### config.mk
export PLATFORM = sky130hd
export DESIGN_NAME = lane_divergence_mask
export DESIGN_NICKNAME = d
export VERILOG_FILES = /design/src/rtl/dmask_pkg.sv /design/src/rtl/dmask_op_decode.sv /design/src/rtl/dmask_lane_ctr.sv /design/src/rtl/dmask_reduce.sv /design/src/rtl/lane_divergence_mask.sv
export SDC_FILE = /design/constraint.sdc
export NUM_CORES = 1
export LEC_CHECK = 0
export BUFFER_PORTS_ARGS = -buffer_cell sky130_fd_sc_hd__buf_2
export CAP_MARGIN = 5
export CELL_PAD_IN_SITES_DETAIL_PLACEMENT = 1
export CELL_PAD_IN_SITES_GLOBAL_PLACEMENT = 1
export CORE_ASPECT_RATIO = 0.8
export CORE_UTILIZATION = 52
export CTS_CLUSTER_SIZE = 30
export DETAILED_ROUTE_END_ITERATION = 7
export PLACE_DENSITY_LB_ADDON = 0.1
export SYNTH_ARGS = -nofsm -noshare
export SYNTH_HDL_FRONTEND = slang
export SYNTH_HIERARCHICAL = 1
export SYNTH_SLANG_ARGS = --single-unit
### constraint.sdc
create_clock -name clk -period 10.8 [get_ports clk]
set_clock_uncertainty 0.05 [all_clocks]
set_input_delay 1.08 -clock clk [delete_from_list [all_inputs] [get_ports clk]]
set_output_delay 1.08 -clock clk [all_outputs]
set_load 0.03 [all_outputs]
### src/rtl/dmask_pkg.sv
// Shared types for the divergence mask unit.
// Assumes at most one control operation takes effect per cycle.
package dmask_pkg;
    typedef enum logic [1:0] {
        OP_NONE  = 2'd0,
        OP_IF    = 2'd1,
        OP_ELSE  = 2'd2,
        OP_ENDIF = 2'd3
    } ctl_op_e;
endpackage

### src/rtl/dmask_op_decode.sv
// Collapses the three control pulses into one operation code.
// Assumes pulses may overlap; priority is if, then else, then endif.
module dmask_op_decode
    import dmask_pkg::*;
(
    input  logic    if_pulse_i,
    input  logic    else_pulse_i,
    input  logic    endif_pulse_i,
    output ctl_op_e op_o
);
    // Priority pick of the operation for this cycle.
    always_comb begin
        if (if_pulse_i)         op_o = OP_IF;
        else if (else_pulse_i)  op_o = OP_ELSE;
        else if (endif_pulse_i) op_o = OP_ENDIF;
        else                    op_o = OP_NONE;
    end
endmodule

### src/rtl/dmask_lane_ctr.sv
// One lane's suspension counter; the lane is active when the count is zero.
// Assumes op_i is already priority-decoded and stable around the clock edge.
module dmask_lane_ctr
    import dmask_pkg::*;
#(
    parameter int CNT_W = 4
) (
    input  logic    clk,
    input  logic    rst_n,
    input  ctl_op_e op_i,
    input  logic    cond_i,
    output logic    active_o,
    output logic    ovf_o
);
    localparam logic [CNT_W-1:0] CNT_MAX = {CNT_W{1'b1}};
    localparam logic [CNT_W-1:0] CNT_ONE = {{(CNT_W-1){1'b0}}, 1'b1};

    logic [CNT_W-1:0] cnt_q;
    logic [CNT_W-1:0] cnt_d;

    // Next count from the current operation.
    always_comb begin
        cnt_d = cnt_q;
        ovf_o = 1'b0;
        unique case (op_i)
            OP_IF: begin
                if (cnt_q == '0) begin
                    if (!cond_i) cnt_d = CNT_ONE;
                end else if (cnt_q == CNT_MAX) begin
                    ovf_o = 1'b1;
                end else begin
                    cnt_d = cnt_q + CNT_ONE;
                end
            end
            OP_ELSE: begin
                if (cnt_q == '0)          cnt_d = CNT_ONE;
                else if (cnt_q == CNT_ONE) cnt_d = '0;
            end
            OP_ENDIF: begin
                if (cnt_q != '0) cnt_d = cnt_q - CNT_ONE;
            end
            default: cnt_d = cnt_q;
        endcase
    end

    // Counter register with synchronous reset.
    always_ff @(posedge clk) begin
        if (!rst_n) cnt_q <= '0;
        else        cnt_q <= cnt_d;
    end

    // Lane runs only while nothing suspends it.
    assign active_o = (cnt_q == '0);

    p_susp_if_inc_r3: assert property (@(posedge clk) disable iff (!rst_n)
        (op_i == OP_IF && !active_o && !ovf_o) |=> (cnt_q == $past(cnt_q) + CNT_ONE));
    p_endif_dec_r5: assert property (@(posedge clk) disable iff (!rst_n)
        (op_i == OP_ENDIF && !active_o) |=> (cnt_q == $past(cnt_q) - CNT_ONE));
    p_else_deep_r4: assert property (@(posedge clk) disable iff (!rst_n)
        (op_i == OP_ELSE && cnt_q > CNT_ONE) |=> $stable(cnt_q));
    p_idle_hold_r9: assert property (@(posedge clk) disable iff (!rst_n)
        (op_i == OP_NONE) |=> $stable(active_o));
    p_no_overflow_r7: assert property (@(posedge clk) disable iff (!rst_n)
        ovf_o |=> (cnt_q == CNT_MAX));
endmodule

### src/rtl/dmask_reduce.sv
// Reduces per-lane flags into group flags: all-idle and any-overflow.
// Assumes inputs come straight from the lane counters.
module dmask_reduce #(
    parameter int LANES = 32
) (
    input  logic [LANES-1:0] mask_i,
    input  logic [LANES-1:0] ovf_i,
    output logic             idle_o,
    output logic             ovf_any_o
);
    // Group-level flags from lane vectors.
    always_comb begin
        idle_o    = ~(|mask_i);
        ovf_any_o = |ovf_i;
    end
endmodule

### src/rtl/lane_divergence_mask.sv
// Top of the divergence mask unit: per-lane counters, mask and flags.
// Assumes control pulses last one cycle each; overlapping pulses are
// resolved by priority.
module lane_divergence_mask
    import dmask_pkg::*;
#(
    parameter int LANES = 32,
    parameter int CNT_W = 4
) (
    input  logic             clk,
    input  logic             rst_n,
    input  logic [LANES-1:0] lane_cond_i,
    input  logic             if_pulse_i,
    input  logic             else_pulse_i,
    input  logic             endif_pulse_i,
    output logic [LANES-1:0] active_mask_o,
    output logic             all_idle_o,
    output logic             depth_err_o
);
    ctl_op_e          op;
    logic [LANES-1:0] ovf_vec;
    logic             ovf_any;
    logic             err_q;

    dmask_op_decode u_dec (
        .if_pulse_i    (if_pulse_i),
        .else_pulse_i  (else_pulse_i),
        .endif_pulse_i (endif_pulse_i),
        .op_o          (op)
    );

    for (genvar g = 0; g < LANES; g++) begin : g_lane
        dmask_lane_ctr #(.CNT_W(CNT_W)) u_ctr (
            .clk      (clk),
            .rst_n    (rst_n),
            .op_i     (op),
            .cond_i   (lane_cond_i[g]),
            .active_o (active_mask_o[g]),
            .ovf_o    (ovf_vec[g])
        );
    end

    dmask_reduce #(.LANES(LANES)) u_red (
        .mask_i    (active_mask_o),
        .ovf_i     (ovf_vec),
        .idle_o    (all_idle_o),
        .ovf_any_o (ovf_any)
    );

    // Sticky depth error, cleared only by reset.
    always_ff @(posedge clk) begin
        if (!rst_n) err_q <= 1'b0;
        else        err_q <= err_q | ovf_any;
    end

    assign depth_err_o = err_q;

    p_reset_state_r1: assert property (@(posedge clk)
        !rst_n |=> (active_mask_o == '1 && !depth_err_o));
    p_err_sticky_r7: assert property (@(posedge clk) disable iff (!rst_n)
        depth_err_o |=> depth_err_o);
    p_idle_flag_r6: assert property (@(posedge clk) disable iff (!rst_n)
        (all_idle_o |-> $countones(active_mask_o) == 0));
    p_if_wins_r8: assert property (@(posedge clk) disable iff (!rst_n)
        (if_pulse_i && (else_pulse_i || endif_pulse_i) && lane_cond_i == '1 && active_mask_o == '1)
        |=> (active_mask_o == '1));
endmodule

### Word level (Yosys, flattened, before mapping)

Cells that the tools add are included.
W data, S select, Z words.

* reductions and logical operators: 99
* bitwise operators: 2
* muxes and demuxes: 323
* equality and inequality tests: 195
* add/subtract/negate cells: 64

Operators by type and width (number)
* $mux W4: 192
* $pmux W4 S3: 32
* $reduce_and A5 Y1: 32
* $add A4 B1 Y4 const B: 32
* $eq A4 B1 Y1 const B: 32
* $eq A4 B4 Y1 const B: 32
* $logic_not A4 Y1: 32
* $reduce_bool A4 Y1: 32
* $sub A4 B1 Y4 const B: 32
* $mux W1: 96
* $ne A3 B1 Y1 const B: 32
* $ne A3 B2 Y1 const B: 32
* $ne A3 B3 Y1 const B: 32
* $ne A2 B1 Y1 const B: 32
* $reduce_or A32 Y1: 2
* $mux W2: 3
* $eq A2 B2 Y1 const B: 2
* $reduce_bool A3 Y1: 1
* $eq A2 B1 Y1 const B: 1
* $not A1 Y1: 1
* $or A1 B1 Y1: 1

* bits in registers: 129
* word-level logic and storage cells: 716
* output and inout port bits: 34
* input bits: 37

### Longest topological paths before layout

* word-level depth: 7
* gate-level depth with buffers: 9
* mapped depth without buffers: 8

### Modules after synthesis

The synthesis kept the hierarchy.

By module, submodules not included
* dmask_lane_ctr at g_lane[10].u_ctr ...: cells an instance 56, instances 24, sequential area each 80.1 um2, area each 447.9 um2
* dmask_lane_ctr at g_lane[3].u_ctr ...: cells an instance 56, instances 7, sequential area each 80.1 um2, area each 450.4 um2
* dmask_lane_ctr at g_lane[0].u_ctr: cells an instance 50, instances 1, sequential area each 80.1 um2, area each 435.4 um2
* dmask_reduce: cells an instance 22, instances 1, sequential area each 0.0 um2, area each 141.4 um2
* lane_divergence_mask: cells an instance 2, instances 1, sequential area each 20.0 um2, area each 27.5 um2
* dmask_op_decode: cells an instance 4, instances 1, sequential area each 0.0 um2, area each 18.8 um2

### Least setup slack after synthesis

OpenSTA, ideal clock, no wires.

* path type: input to register
* from: input endif_pulse_i
* to: register g_lane[10].u_ctr.cnt_q[0]
* arrival time: 7.488 ns
* stages: 6
* library setup time: 0.117 ns
* slack: 3.144 ns
* required time: 10.633 ns
* cell sequence: nor2_1 nor2_1 nand2_1 a211oi_1 nand3_1 a32o_1

* word-level cells in the longest chain between the ends: 6
* elaborated cells between the ends (all ways): 13
* classes of those cells: eq/ne (7); mux (4); reduce/logical (2)

RTL lines
* from (decl): RTL line lane_divergence_mask.sv:15 `input logic endif_pulse_i,`
* $mux W2 *: RTL line dmask_op_decode.sv:15 `else if (endif_pulse_i) op_o = OP_ENDIF;`
* $mux W2 *: RTL line dmask_op_decode.sv:14 `else if (else_pulse_i) op_o = OP_ELSE;`
* $mux W2 *: RTL line dmask_op_decode.sv:13 `if (if_pulse_i) op_o = OP_IF;`
* named net op[1]: RTL line lane_divergence_mask.sv:20 `ctl_op_e op;`
* $eq A2 B2 Y1 / $eq A2 B1 Y1 (equally long branches): RTL line dmask_lane_ctr.sv:25 `unique case (op_i)`
* $ne A3 B1 Y1 (no line) (tied with other cells)
* $reduce_and A5 Y1 (no line)
* to (signal assigned): RTL line dmask_lane_ctr.sv:49 `else cnt_q <= cnt_d;`
* to (decl): RTL line dmask_lane_ctr.sv:18 `logic [CNT_W-1:0] cnt_q;`

The timed path passes the listed nets; every way through them passes the cells marked *.
A chain may end at the register's enable or synchronous reset.

### Worst setup path after layout

* from: input endif_pulse_i
* to: register err_q, in the netlist depth_err_o

* word-level cells in the longest chain between the ends: 7
* elaborated cells between the ends (all ways): 38
* classes of those cells: eq/ne (1); mux (35); bitwise (1); reduce/logical (1)

RTL lines
* $mux W2: RTL line dmask_op_decode.sv:15
* $mux W2: RTL line dmask_op_decode.sv:14
* $mux W2: RTL line dmask_op_decode.sv:13
* named net op[1]: RTL line lane_divergence_mask.sv:20
* $eq A2 B1 Y1: RTL line dmask_lane_ctr.sv:25
* $mux W1: RTL line dmask_lane_ctr.sv:25
* named net ovf_vec[7]: RTL line lane_divergence_mask.sv:21 `logic [LANES-1:0] ovf_vec;`
* $reduce_or A32 Y1: RTL line dmask_reduce.sv:14 `ovf_any_o = |ovf_i;`
* named net ovf_any: RTL line lane_divergence_mask.sv:22 `logic ovf_any;`
* $or A1 B1 Y1: RTL line lane_divergence_mask.sv:53 `else err_q <= err_q | ovf_any;`
* to (signal assigned): RTL line lane_divergence_mask.sv:53
* to (decl): RTL line lane_divergence_mask.sv:23 `logic err_q;`

The timed path passes the listed nets, and every way through them passes these cells.

==> flow_summary.yaml <==
finish:
  syn2layout_area_growth_pct: 6.07
  nFillCells: 3461
  ff_latch_area_sq_um: 2580
  postLayoutCoreUtil_pct: 56.3
  multi_input_area_sq_um: 10700
  diodes: 0
  layout-drive-gt1-share_pct: 12.3
  fin_nets: 1981
pwr:
  switching_share_pct: 50.5
  pwr-share-seq_pct: 25.8
  p_int_mw: 1.92
  combPwrFrac_pct: 58.0
  power_density_nw_per_um2: 252
  p_sw_mw: 1.96
  p_leak_nw: 6.63
  power_frac_clock_pct: 16.2
  peakVddDrop_mv: 0.136
timing:
  fin_crit_sh_pct: 38.3
  timing.slew.headroom_pct: 41.9
  worst_hold_slack_ns: 0.420
  hold_viol_final: 0
  rsz0062_at_grt: "false"
  maxSlewViolCount: 0
  setup_viol: 0
  setup-tns-final_ns: 0
  fmax_mhz: 242
  tightestPinTransition_ns: 0.871
  layout_setup_ws_ns: 6.67
  layout_min_cycle_time_ns: 4.13
critical_path:
  worstPathArrival_ns: 4.42
  crit_slowest_cell: "buf_4"
  crit-reg2reg-launch: "g_lane[16].u_ctr/cnt_q[0]"
  ff2ff_path_depth: 7
  r2r_end: "depth_err_o"
  crit_buf_inv: 3
  crit_top_cell: "buf_4"
  r2r_slack_ns: 8.12
  crit_chain: "buf_2, nor2_1, nor2_4, buf_4, buf_4, and4b_2, and2_1, nor4_1, nand4_1, or2_1, o21a_1"
  end_kind: "register"
  cp_top_family: "simple AND/OR/NAND/NOR gates"
  startpoint_type: "primary input"
  critPathMaxStageDelay_ns: 0.70
  crit_type: "in -> reg"
  cp_max_fo: 79
  cp.required_ns: 11.09
synth:
  synth_flop_cell: "dfxtp_1"
  postSynthAreaPerCell_sq_um: 8.01
  synth_edf_count: 0
  synth_top_area_share_pct: 17.8
  synth_fp_nets: 1979
  synth_cell_types: 54
  syn-instance-count: 1814
  synth.ff_latch_count: 129
  yosysTopAreaCell: "dfxtp_1"
  yosys-top-cells-area: "dfxtp_1 (18%), ha_1 (11%), mux2i_1 (6.5%)"
  yosysSeqAreaShare_pct: 17.8
  syn_area_sq_um: 14500
  async_flop_share_pct: 0
  synth_warnings: 6
routing:
  drtIter0Drc: 968
  drc_errors: 0
  detail_route.vias_per_cell: 6.58
  firstDrtPassIters: 5
  routed_wl_um: 42500
  num_vias: 14400
  wl_per_cell_um: 19.4
  ant_nets: 0
clocking:
  cts_hold_buf: 0
  post_cts_buffers: 0
  cts_tree: "yes"
  cts_resized: 0
  root_buffer: "clkbuf_16"
  clockBufferDepth: 2
  clock_latency_ns: 0.45
  cts_inserted_buffers: 17
  cts.sinks: 129
  h-tree-depth: 4
  path_clk_slew_ns: 0.06
floorplanning:
  coreArea_sq_um: 27400
  start_util_pct: 53.1
  die_w_um: 189
  rows: 54
  die_h_um: 151
  io_pins: 71
  die_area_sq_um: 28600
global_route:
  grt_pass1_vias: 14000
  grt_usage_pct: 29.1
  grt.overflow.total: 0
  grt_max_degree: 165
  antenna_found_initial: 0
  grt_pass1_wl_um: 69800
hold_path:
  min_to: "depth_err_o"
  hp-start: "depth_err_o"
  hold_depth: 1
  hp-class: "reg -> reg"
place:
  io_buffers: 70
  hpwl_um: 28600
  dp_slack_ns: 6.33
  place.gp.congestion: 0.830
status:
  status: "completed"
job:
  drv_cap: 0
-- worst max path at each step --
stage	startpoint	end	slack, ns	depth (start not counted)
2_1_floorplan	endif_pulse_i	g_lane[10].u_ctr/cnt_q[0]	3.14	6
5_1_grt	endif_pulse_i	depth_err_o	6.49	11
4_1_cts	endif_pulse_i	depth_err_o	6.78	11
6_report	endif_pulse_i	depth_err_o	6.67	11
3_3_place_gp	endif_pulse_i	depth_err_o	6.42	11
3_5_place_dp	endif_pulse_i	depth_err_o	6.33	11
-- placed cells by master, fill, tap and decap left out, types with 33 or more instances in the layout --
cell	count
inv_1	161
nand2_1	158
dfxtp_1	129
ha_1	128
nor2_1	97
o21ai_0	97
mux2i_1	94
buf_2	69
a21oi_1	64
nor3_1	64
o41ai_1	62
a31oi_1	33
-- state kept, by name (all words and copies together) (netlist names) --
register,flops
depth_err_o,1
g_lane.u_ctr/cnt_q,128
-- cells in the mapped netlist, types with 32 or more instances --
cell type and count:
a31oi_1 33, buf_6 32, nor2_1 98, a21oi_1 64, clkbuf_1 32, inv_1 161
buf_2 32, dfxtp_1 129, o41ai_1 62, nand2_1 158, o21ai_0 97, mux2i_1 94
o21a_1 32, nor3b_1 32, nor3_1 64, ha_1 128, a211oi_1 32
-- power by group through the flow --
stage,Combinational [mW],Clock [mW],Sequential [mW]
2_1_floorplan,1.83,0,0.844
3_3_place_gp,2.13,0,0.982
6_report,2.25,0.627,1.00
3_5_place_dp,2.22,0,1.00
4_1_cts,2.25,0.636,0.994
5_1_grt,2.47,0.654,1.05
-- kinds of logic (layout without fill, tap and decap cells) --
group | Yosys count | in the layout | share of synthesized area, %
multiplexers | 94 | 94 | 6.48
buffers and inverters | 257 | 271 | 8.57
adder cells (fa/ha/maj) | 128 | 128 | 11.0
AO/OA/AOI/OAI | 547 | 547 | 27.9
flip-flops | 129 | 129 | 17.8
AND/OR/NAND/NOR | 659 | 659 | 28.3
-- routing by layer --
layer	GRT usage (%)	routed length (um)	up-vias
met3	3.32	1330	50
li1	-	-	6965
met4	8.06	604	0
met1	40.2	20900	7163
met2	48.1	19700	253
met5	0	0	-
-- metrics by stage --
step / instances / area, sq um / power (mW)
2_1_floorplan: 1814 / 14500 / 2.67
6_report: 2192 / 15400 / 3.88
3_5_place_dp: 2161 / 14800 / 3.22
5_1_grt: 2192 / 15400 / 4.17
3_3_place_gp: 2161 / 14800 / 3.11
4_1_cts: 2192 / 15400 / 3.88
-- area by class of cell --
cell class                 count  area share, %
inverter                     161           3.92
clock inverter                 4          0.455
timing repair buffer          79           2.92
sequential                   129           16.8
multi-input combinational   1428           69.5
clock buffer                  27           3.46
tap                          364           2.96
No activity file was read; power rests on OpenSTA's default activity.
